File: src/rtl/snap_cds_pkg.sv
package snap_cds_pkg;

    typedef enum logic [2:0] {
        ST_IDLE,
        ST_PIXRST,
        ST_SAMPRST,
        ST_INTEG,
        ST_SAMPSIG,
        ST_HANDOFF
    } seq_state_t;

    // Pixel reset pulse length in cycles.
    localparam int RST_CYC = 2;

endpackage

File: src/rtl/snap_len_scale.sv
// Turns a step count into integration cycles, treating 0 as one step.
module snap_len_scale #(
    parameter int LEN_W    = 8,
    parameter int STEP_CYC = 1,
    parameter int CNT_W    = 8
) (
    input  logic [LEN_W-1:0] len,
    output logic [CNT_W-1:0] ncyc
);
    logic [LEN_W-1:0] eff_len;

    always_comb begin
        eff_len = (len == '0) ? LEN_W'(1) : len;
        ncyc    = CNT_W'(eff_len) * CNT_W'(STEP_CYC);
    end
endmodule

File: src/rtl/snap_cycle_timer.sv
// Down-counter that can be loaded; it holds at zero once it gets there.
module snap_cycle_timer #(
    parameter int W = 8
) (
    input  logic         clk,
    input  logic         rst_n,
    input  logic         load,
    input  logic [W-1:0] load_val,
    output logic         zero
);
    logic [W-1:0] cnt_q;

    always_ff @(posedge clk) begin
        if (!rst_n)
            cnt_q <= '0;
        else if (load)
            cnt_q <= load_val;
        else if (cnt_q != '0)
            cnt_q <= cnt_q - W'(1);
    end

    assign zero = (cnt_q == '0);
endmodule

File: src/rtl/snap_start_gate.sv
// Remembers frame requests and decides when one is accepted.
module snap_start_gate (
    input  logic clk,
    input  logic rst_n,
    input  logic frame_start,
    input  logic readout_busy,
    input  logic mode_iwr,
    input  logic idle,
    output logic accept
);
    logic pend_q;
    logic req;

    assign req    = frame_start | pend_q;
    assign accept = idle & req & (mode_iwr | ~readout_busy);

    always_ff @(posedge clk) begin
        if (!rst_n)
            pend_q <= 1'b0;
        else
            pend_q <= req & ~accept;
    end
endmodule

File: src/rtl/snap_cds_seq.sv
module snap_cds_seq
    import snap_cds_pkg::*;
#(
    parameter int LEN_W   = 8,
    parameter int CLK_MHZ = 5,
    parameter int STEP_NS = 100
) (
    input  logic             clk,
    input  logic             rst_n,
    input  logic             mode_iwr,
    input  logic [LEN_W-1:0] int_len,
    input  logic             frame_start,
    input  logic             readout_busy,
    output logic             pix_rst,
    output logic             integrate_en,
    output logic             sh_rst_odd,
    output logic             sh_rst_even,
    output logic             sh_sig,
    output logic             frame_odd,
    output logic             readout_start,
    output logic             readout_odd
);
    // Each step becomes a whole number of cycles, rounded up.
    localparam int STEP_CYC = (STEP_NS * CLK_MHZ + 999) / 1000;
    localparam int MAX_CYC  = ((1 << LEN_W) - 1) * STEP_CYC;
    localparam int CNT_W    = $clog2(MAX_CYC + 1);

    seq_state_t       state_q, state_d;
    logic             parity_q;
    logic [CNT_W-1:0] ncyc_q, ncyc_now;
    logic             accept, idle, tmr_zero, tmr_load;
    logic [CNT_W-1:0] tmr_val;

    assign idle = (state_q == ST_IDLE);

    snap_start_gate u_gate (
        .clk          (clk),
        .rst_n        (rst_n),
        .frame_start  (frame_start),
        .readout_busy (readout_busy),
        .mode_iwr     (mode_iwr),
        .idle         (idle),
        .accept       (accept)
    );

    snap_len_scale #(
        .LEN_W    (LEN_W),
        .STEP_CYC (STEP_CYC),
        .CNT_W    (CNT_W)
    ) u_scale (
        .len  (int_len),
        .ncyc (ncyc_now)
    );

    snap_cycle_timer #(
        .W (CNT_W)
    ) u_timer (
        .clk      (clk),
        .rst_n    (rst_n),
        .load     (tmr_load),
        .load_val (tmr_val),
        .zero     (tmr_zero)
    );

    // State register, plus the frame parity and the length latched at acceptance.
    always_ff @(posedge clk) begin
        if (!rst_n) begin
            state_q  <= ST_IDLE;
            parity_q <= 1'b0;
            ncyc_q   <= '0;
        end else begin
            state_q <= state_d;
            if (accept) begin
                parity_q <= ~parity_q;
                ncyc_q   <= ncyc_now;
            end
        end
    end

    // Next state and timer loads.
    always_comb begin
        state_d  = state_q;
        tmr_load = 1'b0;
        tmr_val  = '0;
        unique case (state_q)
            ST_IDLE: begin
                if (accept) begin
                    state_d  = ST_PIXRST;
                    tmr_load = 1'b1;
                    tmr_val  = CNT_W'(RST_CYC - 1);
                end
            end
            ST_PIXRST: begin
                if (tmr_zero) state_d = ST_SAMPRST;
            end
            ST_SAMPRST: begin
                state_d  = ST_INTEG;
                tmr_load = 1'b1;
                tmr_val  = ncyc_q - CNT_W'(1);
            end
            ST_INTEG: begin
                if (tmr_zero) state_d = ST_SAMPSIG;
            end
            ST_SAMPSIG: state_d = ST_HANDOFF;
            ST_HANDOFF: state_d = ST_IDLE;
            default:    state_d = ST_IDLE;
        endcase
    end

    // Output decode from the state (Moore).
    always_comb begin
        pix_rst       = 1'b0;
        integrate_en  = 1'b0;
        sh_rst_odd    = 1'b0;
        sh_rst_even   = 1'b0;
        sh_sig        = 1'b0;
        readout_start = 1'b0;
        readout_odd   = 1'b0;
        unique case (state_q)
            ST_IDLE:    ;
            ST_PIXRST:  pix_rst = 1'b1;
            ST_SAMPRST: begin
                sh_rst_odd  = parity_q;
                sh_rst_even = ~parity_q;
            end
            ST_INTEG:   integrate_en = 1'b1;
            ST_SAMPSIG: sh_sig = 1'b1;
            ST_HANDOFF: begin
                readout_start = 1'b1;
                readout_odd   = parity_q;
            end
            default: ;
        endcase
    end

    assign frame_odd = parity_q;
endmodule

File: config.mk
export PLATFORM = sky130hd
export DESIGN_NAME = snap_cds_seq
export DESIGN_NICKNAME = d
export VERILOG_FILES = /design/src/rtl/snap_cds_pkg.sv /design/src/rtl/snap_len_scale.sv /design/src/rtl/snap_cycle_timer.sv /design/src/rtl/snap_start_gate.sv /design/src/rtl/snap_cds_seq.sv
export SDC_FILE = /design/constraint.sdc
export NUM_CORES = 1
export LEC_CHECK = 0
export ABC_AREA = 1
export CORE_MARGIN = 2
export CORE_UTILIZATION = 42
export DETAILED_ROUTE_END_ITERATION = 7
export DONT_BUFFER_PORTS = 1
export SETUP_SLACK_MARGIN = 0.3
export SYNTH_ARGS = -nofsm -noshare
export SYNTH_HDL_FRONTEND = slang
export SYNTH_SLANG_ARGS = --single-unit
File: constraint.sdc
create_clock -name clk -period 4.1 [get_ports clk]
set_clock_uncertainty 0.05 [all_clocks]
set_input_delay 0.41 -clock clk [delete_from_list [all_inputs] [get_ports clk]]
set_output_delay 0.41 -clock clk [all_outputs]
set_load 0.01 [all_outputs]
Yosys cells after proc, flatten, opt, wreduce, memory -nomap -nowiden
Cells that the tools add are included.

Bitwise gates (word level): 8. Reductions and logical operators: 6. Add/subtract/negate cells: 2. Multiplexer cells: 18. Equality and inequality tests: 8.

Operator list (number): 2-to-1 mux 8 bit (3); zero test 8 bit (2); case mux 8 bit (2 select lines) (1); subtractor 8 x 1 -> 8 bit, second input constant (2); case mux 3 bit (5 select lines) (1); 2-to-1 mux 1 bit (9); 2-to-1 mux 3 bit (3); nonzero test 8 bit (1); == test 3 x 2 -> 1 bit, second input constant (2); == test 3 bit, second input constant (2); != test 2 bit, second input constant (3); bitwise AND 1 bit (3); == test 3 x 1 -> 1 bit, second input constant (1); zero test 3 bit (1); NOT 1 bit (3); AND reduction 3 bit (1); bitwise OR 1 bit (2); case mux 1 bit (2 select lines) (1); nonzero test 2 bit (1).

Flip-flop bits (word level): 21. Word-level logic and storage cells: 47.

Longest topological paths before layout
Gate-level depths: netlist (run 1).

Depth after elaboration: 6. Mapped depth: 9. Mapped depth without buffers: 9.

Hierarchy
From an unflattened synthesis (run 1), not the netlist that was laid out.

Cell total of the unflattened synthesis: 207. Area total of the unflattened synthesis: 1321.3 µm².

By module, submodules not included: snap_cds_seq (area each 726.9 µm², cells each 112, times used 1); snap_cycle_timer (area each 478.0 µm², cells each 70, times used 1); snap_start_gate (area each 58.8 µm², cells each 10, times used 1); snap_len_scale (area each 57.6 µm², cells each 15, times used 1).

Least setup slack after synthesis (run 1)
No wires, ideal clock.

Kind: flip-flop to output port. From: register parity_q (netlist: frame_odd). To: output port readout_odd. Data arrival time: 0.903 ns. Required time: 3.640 ns. Slack: 2.737 ns. Cell stages (with the launch flop): 3. Cell sequence: dfxtp_1 -> inv_1 -> nor4_1.

Word-level cells in the longest chain between the ends: 1.

RTL lines: start, declared (RTL line snap_cds_seq.sv:29) `logic parity_q;`; start signal, assigned (RTL line snap_cds_seq.sv:74) `parity_q <= ~parity_q;`; 2-to-1 mux 1 bit (RTL line snap_cds_seq.sv:119) `unique case (state_q)`; end, declared (RTL line snap_cds_seq.sv:21) `output logic readout_odd`.

No other way between the ends.

Final worst setup path (run 1)
From: register state_q[1]. To: output port sh_rst_odd.

Word-level cells in the longest chain between the ends: 2.

RTL lines: start, declared (RTL line snap_cds_seq.sv:28) `seq_state_t state_q, state_d;`; start signal, assigned (RTL line snap_cds_seq.sv:72) `state_q <= state_d;`; == test 3 x 2 -> 1 bit (RTL line snap_cds_seq.sv:119); 2-to-1 mux 1 bit (RTL line snap_cds_seq.sv:119); end, declared (RTL line snap_cds_seq.sv:16) `output logic sh_rst_odd,`.

No other way between the ends.

==> flow_summary.json, run 1 <==
{
  "power_frac_seq_pct": 31.3,
  "drcViolationCount": 0,
  "p_clk_share_pct": 10.0,
  "row_count": 20,
  "die_h_um": 59.7,
  "io_pins": 21,
  "cp.required_ns": 3.64,
  "p_switching_mw": 0.519,
  "cts_tree": "built",
  "post_cts_buffers": 0,
  "grt_overflow": 0,
  "cts_num_sinks": 21,
  "tns_ns": 0,
  "most-common-layout-cells": "nand2_1 (42), nor2_1 (34), inv_1 (27), dfxtp_1 (21), nand3_1 (16)",
  "routed_wl_mm": 2.78,
  "yosysSeqAreaShare_pct": 32.2,
  "fin_nets": 220,
  "dpl-instance-area_sq_um": 1320,
  "initial_core_util_pct": 43.4,
  "rsz0062_at_grt": "false",
  "diodes": 0,
  "swShare_pct": 50.2,
  "syn_area_sq_um": 1300,
  "p_leak_nw": 0.642,
  "wl_per_cell_um": 11.8,
  "irDropWorstVdd_uv": 288,
  "synthCells": 202,
  "period_needed_ns": 1.82,
  "grt_pass1_wl_mm": 4.90,
  "cts-root-buf": "clkbuf_4",
  "finalSetupViolations": 0,
  "avgSynthCellArea_sq_um": 6.45,
  "worstMarginPinSlew_ns": 0.499,
  "run_status": "finished clean",
  "max_slew_margin_pct": 66.4,
  "numCtsBuffers": 3,
  "powerDensity_nw_per_um2": 767,
  "gp_congestion": 0.849,
  "hold_viol_final": 0,
  "core_sq_um": 3000,
  "synthDistinctLibCells": 29,
  "hp-class": "input port to flip-flop",
  "layout-drive-gt1-share_pct": 9.36,
  "yosys_warnings": 0,
  "portBuffers": 0,
  "yosysTopAreaCell": "dfxtp_1",
  "fin_cells": 236,
  "clockBufferDepth": 2,
  "cts.clk_slew.worst_paths_ns": 0.13,
  "cap_violations": 0,
  "area_growth_pct": 3.45,
  "netlist.area_leader.share_pct": 32.2,
  "cp_max_fo": 9,
  "insertion_delay_ns": 0.30,
  "syn_nets": 218,
  "antenna_found_initial": 0,
  "combPwrFrac_pct": 58.7,
  "dr.pass1.iters": 4,
  "die_w_um": 59.7,
  "fin_area_sq_um": 1350,
  "hold_buffers": 0,
  "worstSetupStartpointType": "flip-flop",
  "final_common_cell": "nand2_1",
  "viasPerCell": 5.18,
  "cp-end-kind": "output port",
  "die_area_sq_um": 3570,
  "place_hpwl_mm": 2.22,
  "fmax_mhz": 551,
  "worstSetupPathType": "flip-flop to output port",
  "internal_power_mw": 0.515,
  "dp.cells": 232,
  "yosys_register_bits": 21,
  "cts-resized-gates": 0,
  "critPathArrivalTime_ns": 1.36,
  "synthTopCellsByArea": "dfxtp_1 (32%), nand2_1 (12%), nor2_1 (9.8%)",
  "first_iter_violations": 52,
  "ant_nets": 0,
  "grt_usage_pct": 17.7,
  "htreeDepth": 1,
  "grt_start_max_net_pins": 23,
  "vias": 1222,
  "fill_cells": 320,
  "slew_violations": 0,
  "grt_pass1_vias": 1124,
  "min_period_over_period_pct": 44.3
}
[power by group through the flow]
stage                     Combinational [mW]  Sequential (mW)  Clock (mW)
after detailed placement               0.603            0.328           0
final                                  0.607            0.324       0.103
after CTS                              0.606            0.324       0.107
after global placement                 0.598            0.329           0
after floorplan                        0.513            0.316           0
after global routing                   0.709            0.334       0.113
[worst max-delay path, cell delays in order, from the launching register on]
cell     delay [ns]
dfxtp_1        0.46
inv_2          0.13
nor2_8         0.19
inv_4          0.09
nor2_1         0.19
[worst paths after layout]
kind	depth (start not counted)	start	to	slack (ns)
max	4	state_q[1]$_SDFFE_PN0P_	sh_rst_odd	2.28
max reg2reg	8	u_timer.cnt_q[0]$_SDFFE_PN0P_	state_q[2]$_SDFFE_PN0P_	2.61
min	2	rst_n	ncyc_q[3]$_SDFFE_PN0P_	0.17
min reg2reg	2	ncyc_q[7]$_SDFFE_PN0P_	ncyc_q[7]$_SDFFE_PN0P_	0.43
[layout make-up]
type                            count  area, sq um  share of cell area (%)
Tap cell                           33         41.3                    3.06
Inverter                           31          119                    8.81
Sequential cell                    21          420                    31.2
Multi-Input combinational cell    147          741                    54.9
Clock inverter                      1         5.00                   0.371
Clock buffer                        3         22.5                    1.67
[per-stage QoR]
step	setup slack (ns)	power [mW]	hold WS (ns)	utilization, %
3_5_place_dp	2.64	0.932	0.414	44.0
3_3_place_gp	2.63	0.927	0.415	44.0
5_1_grt	2.19	1.16	0.159	44.9
2_1_floorplan	2.74	0.829	0.394	-
4_1_cts	2.28	1.04	0.158	44.9
6_report	2.28	1.03	0.170	44.9
[cell usage after synthesis]
library cell	number
inv_2	3
nor2_2	2
ha_1	3
nor2b_1	1
a21oi_1	13
nor2_4	1
buf_2	1
nor3_1	3
buf_4	1
inv_1	27
nand2_4	1
xor2_1	1
nor4_1	1
inv_4	1
nor2_1	34
o21ai_0	15
buf_6	1
nand3_2	2
nand2_2	1
o21ai_1	1
dfxtp_1	21
nor2_8	1
nand2_1	42
nand3b_1	1
nand4_1	4
nand3_4	1
a21oi_2	2
nand3_1	16
o211ai_1	1
[per-layer routing]
| metal | global-route usage, % | wire (um) | share of wire (%) |
|---|---|---|---|
| met4 | 5.71 | 19 | 0.68 |
| met2 | 27.8 | 1320 | 47 |
| met5 | 0 | 0 | 0 |
| met1 | 25.3 | 1340 | 48 |
| met3 | 1.95 | 105 | 3.8 |
[kinds of logic after synthesis]
family                     share of synthesized area, %
buffers and inverters                              10.9
AOI/OAI and AO/OA                                  13.1
xor gates and xnor gates                          0.672
and+or+nand+nor                                    40.2
adders and majority gates                          2.88
DFF                                                32.2
[state kept, by name (all words and copies together) (netlist names)]
register       count
state_q            3
u_timer.cnt_q      8
ncyc_q             8
u_gate.pend_q      1
frame_odd          1
(Power assumes the default switching activity.)
==> run 2: changes to the inputs <==
==> constraint.sdc (replaced) <==
create_clock -name clk -period 1.45 [get_ports clk]
set_clock_uncertainty 0.05 [all_clocks]
set_input_delay 0.145 -clock clk [delete_from_list [all_inputs] [get_ports clk]]
set_output_delay 0.145 -clock clk [all_outputs]
set_load 0.01 [all_outputs]
==> run 2 against run 1 <==
  * Routed wire length is 25% higher
  * Final area rose by 36%
  * Worst setup slack worse by 2.2 ns
  * Clock power grew to 2.9 times the previous value
  * Register-to-register slack lost 2.5 ns
  * Utilization grew 16 points
  * Power grew to 3.7 times the previous value
  * First-iteration DRC count up 3.8%
  * Sequential power rose to 3.1 times the previous value
  * Critical endpoint unchanged
==> flow_summary.json, run 2 (synthesis results as in run 1) <==
{
  "critPathArrivalTime_ns": 1.18,
  "ff2ff_setup_slack_ns": 0.09,
  "first_iter_violations": 54,
  "grt_overflow": 0,
  "viasPerCell": 5.21,
  "ant_nets": 0,
  "cp_max_fo": 8,
  "crit_path_end": "sh_rst_odd",
  "cts_tree": "built",
  "antenna_found_initial": 0,
  "most-common-layout-cells": "nand2_1 (36), nor2_1 (23), inv_1 (21), dfxtp_1 (14), buf_4 (14)",
  "die_area_sq_um": 3570,
  "finalSetupViolations": 0,
  "drcViolationCount": 0,
  "place_hpwl_mm": 2.34,
  "vias": 1369,
  "powerDensity_nw_per_um2": 2070,
  "p_leak_nw": 0.822,
  "diodes": 0,
  "worstMarginPinSlew_ns": 0.816,
  "cap_violations": 0,
  "layout-drive-gt1-share_pct": 37.8,
  "cts.clk_slew.worst_paths_ns": 0.12,
  "cpLargestDelayFamily": "flip-flops",
  "power_frac_seq_pct": 26.0,
  "run_status": "finished clean",
  "r2r-start": "state_q[0]$_SDFFE_PN0P_",
  "pre_cts_ws_ns": 0.0552,
  "cts-root-buf": "clkbuf_4",
  "reg2reg_depth": 7,
  "swShare_pct": 49.7,
  "cp.depth": 5,
  "post-route-util_pct": 61.2,
  "initial_core_util_pct": 43.4,
  "largest_registers": "ncyc_q x8, u_timer.cnt_q x8, state_q x3",
  "clockBufferDepth": 2,
  "insertion_delay_ns": 0.31,
  "crit_path_top_delay_cell": "dfxtp_4",
  "period_needed_ns": 1.38,
  "combPwrFrac_pct": 66.2,
  "cp-end-kind": "output port",
  "hp-class": "input port to flip-flop",
  "worstSetupStartpoint": "state_q[0]$_SDFFE_PN0P_",
  "worstSetupPathType": "flip-flop to output port",
  "cp.required_ns": 1.25,
  "grt_usage_pct": 21.3,
  "row_count": 20,
  "grt_pass1_wl_mm": 5.70,
  "cts_num_sinks": 21,
  "area_growth_pct": 41.0,
  "wl_per_cell_um": 13.2,
  "internal_power_mw": 1.91,
  "min_period_over_period_pct": 95.0,
  "rsz0062_at_grt": "true",
  "grt_start_max_net_pins": 15,
  "gp_congestion": 0.828,
  "portBuffers": 0,
  "worstPathCellList": "inv_4, nand2_4, nor2_8, inv_8, nor2_4",
  "hold_viol_final": 0,
  "htreeDepth": 1,
  "numCtsBuffers": 3,
  "grt_pass1_vias": 1262,
  "worstSetupStartpointType": "flip-flop",
  "final_common_cell": "nand2_1",
  "tns_ns": 0,
  "die_w_um": 59.7,
  "routed_wl_mm": 3.48,
  "irDropWorstVdd_uv": 1060,
  "r2r_end": "ncyc_q[2]$_SDFFE_PN0P_",
  "io_pins": 21,
  "core_sq_um": 3000,
  "fin_ws_ns": 0.0726,
  "max_slew_margin_pct": 45.6,
  "critical-path-max-stage-delay_ns": 0.38,
  "hold_slack_ns": 0.0153,
  "fmax_mhz": 726,
  "die_h_um": 59.7,
  "total_power_mw": 3.80,
  "critPathBufInv": 2,
  "p_clk_share_pct": 7.8,
  "p_switching_mw": 1.89,
  "fin_nets": 247,
  "slew_violations": 0,
  "dr.pass1.iters": 4
}
==> run 2: metal layers <==
metal / wire length (um) / share of wire [%] / vias up / global-route usage (%)
met5: 0 / 0 / - / 0
met4: 45 / 1.3 / 0 / 9.21
met3: 107 / 3.1 / 5 / 2.81
met2: 1770 / 51 / 33 / 36.2
met1: 1560 / 45 / 616 / 26.7
li1: - / - / 715 / -
==> run 2: area by class of cell <==
class	instances	area, sq um
multi-input combinational	148	962
tap	33	41.3
sequential	21	439
timing repair buffer	26	229
fill	267	1160
clock inverter	1	5.00
inverter	31	139
clock buffer	3	22.5
==> run 2: worst min path at each step <==
stage | startpoint | to | slack, ns | depth (start not counted)
final | rst_n | state_q[1]$_SDFFE_PN0P_ | 0.02 | 2
after global placement | rst_n | u_timer.cnt_q[1]$_SDFFE_PN0P_ | 0.22 | 2
after CTS | rst_n | state_q[1]$_SDFFE_PN0P_ | 0.01 | 2
after floorplan | rst_n | ncyc_q[1]$_SDFFE_PN0P_ | 0.24 | 2
after detailed placement | rst_n | u_timer.cnt_q[1]$_SDFFE_PN0P_ | 0.23 | 2
after global routing | rst_n | ncyc_q[0]$_SDFFE_PN0P_ | 0.04 | 2
==> run 2: stage by stage <==
step | cells | instance area (sq um)
3_3_place_gp | 236 | 1390
3_5_place_dp | 236 | 1390
4_1_cts | 258 | 1710
2_1_floorplan | 202 | 1340
6_report | 263 | 1840
5_1_grt | 263 | 1840
==> run 2: power groups by stage <==
stage                     Combinational, mW  Sequential (mW)  Clock [mW]
after floorplan                        1.55            0.909           0
after CTS                              2.23            0.964       0.297
after global routing                   2.78             1.02       0.325
after detailed placement               1.84            0.943           0
after global placement                 1.81            0.943           0
final                                  2.52            0.989       0.296
==> run 2: repair_timing <==
item                       CTS  global route
pin swaps                   13            12
hold endpoints to repair    17             0
gates resized for setup     41            30
setup endpoints to repair   27            28
gates cloned                 2             0
buffers inserted             7             5
hold buffers                 9             0
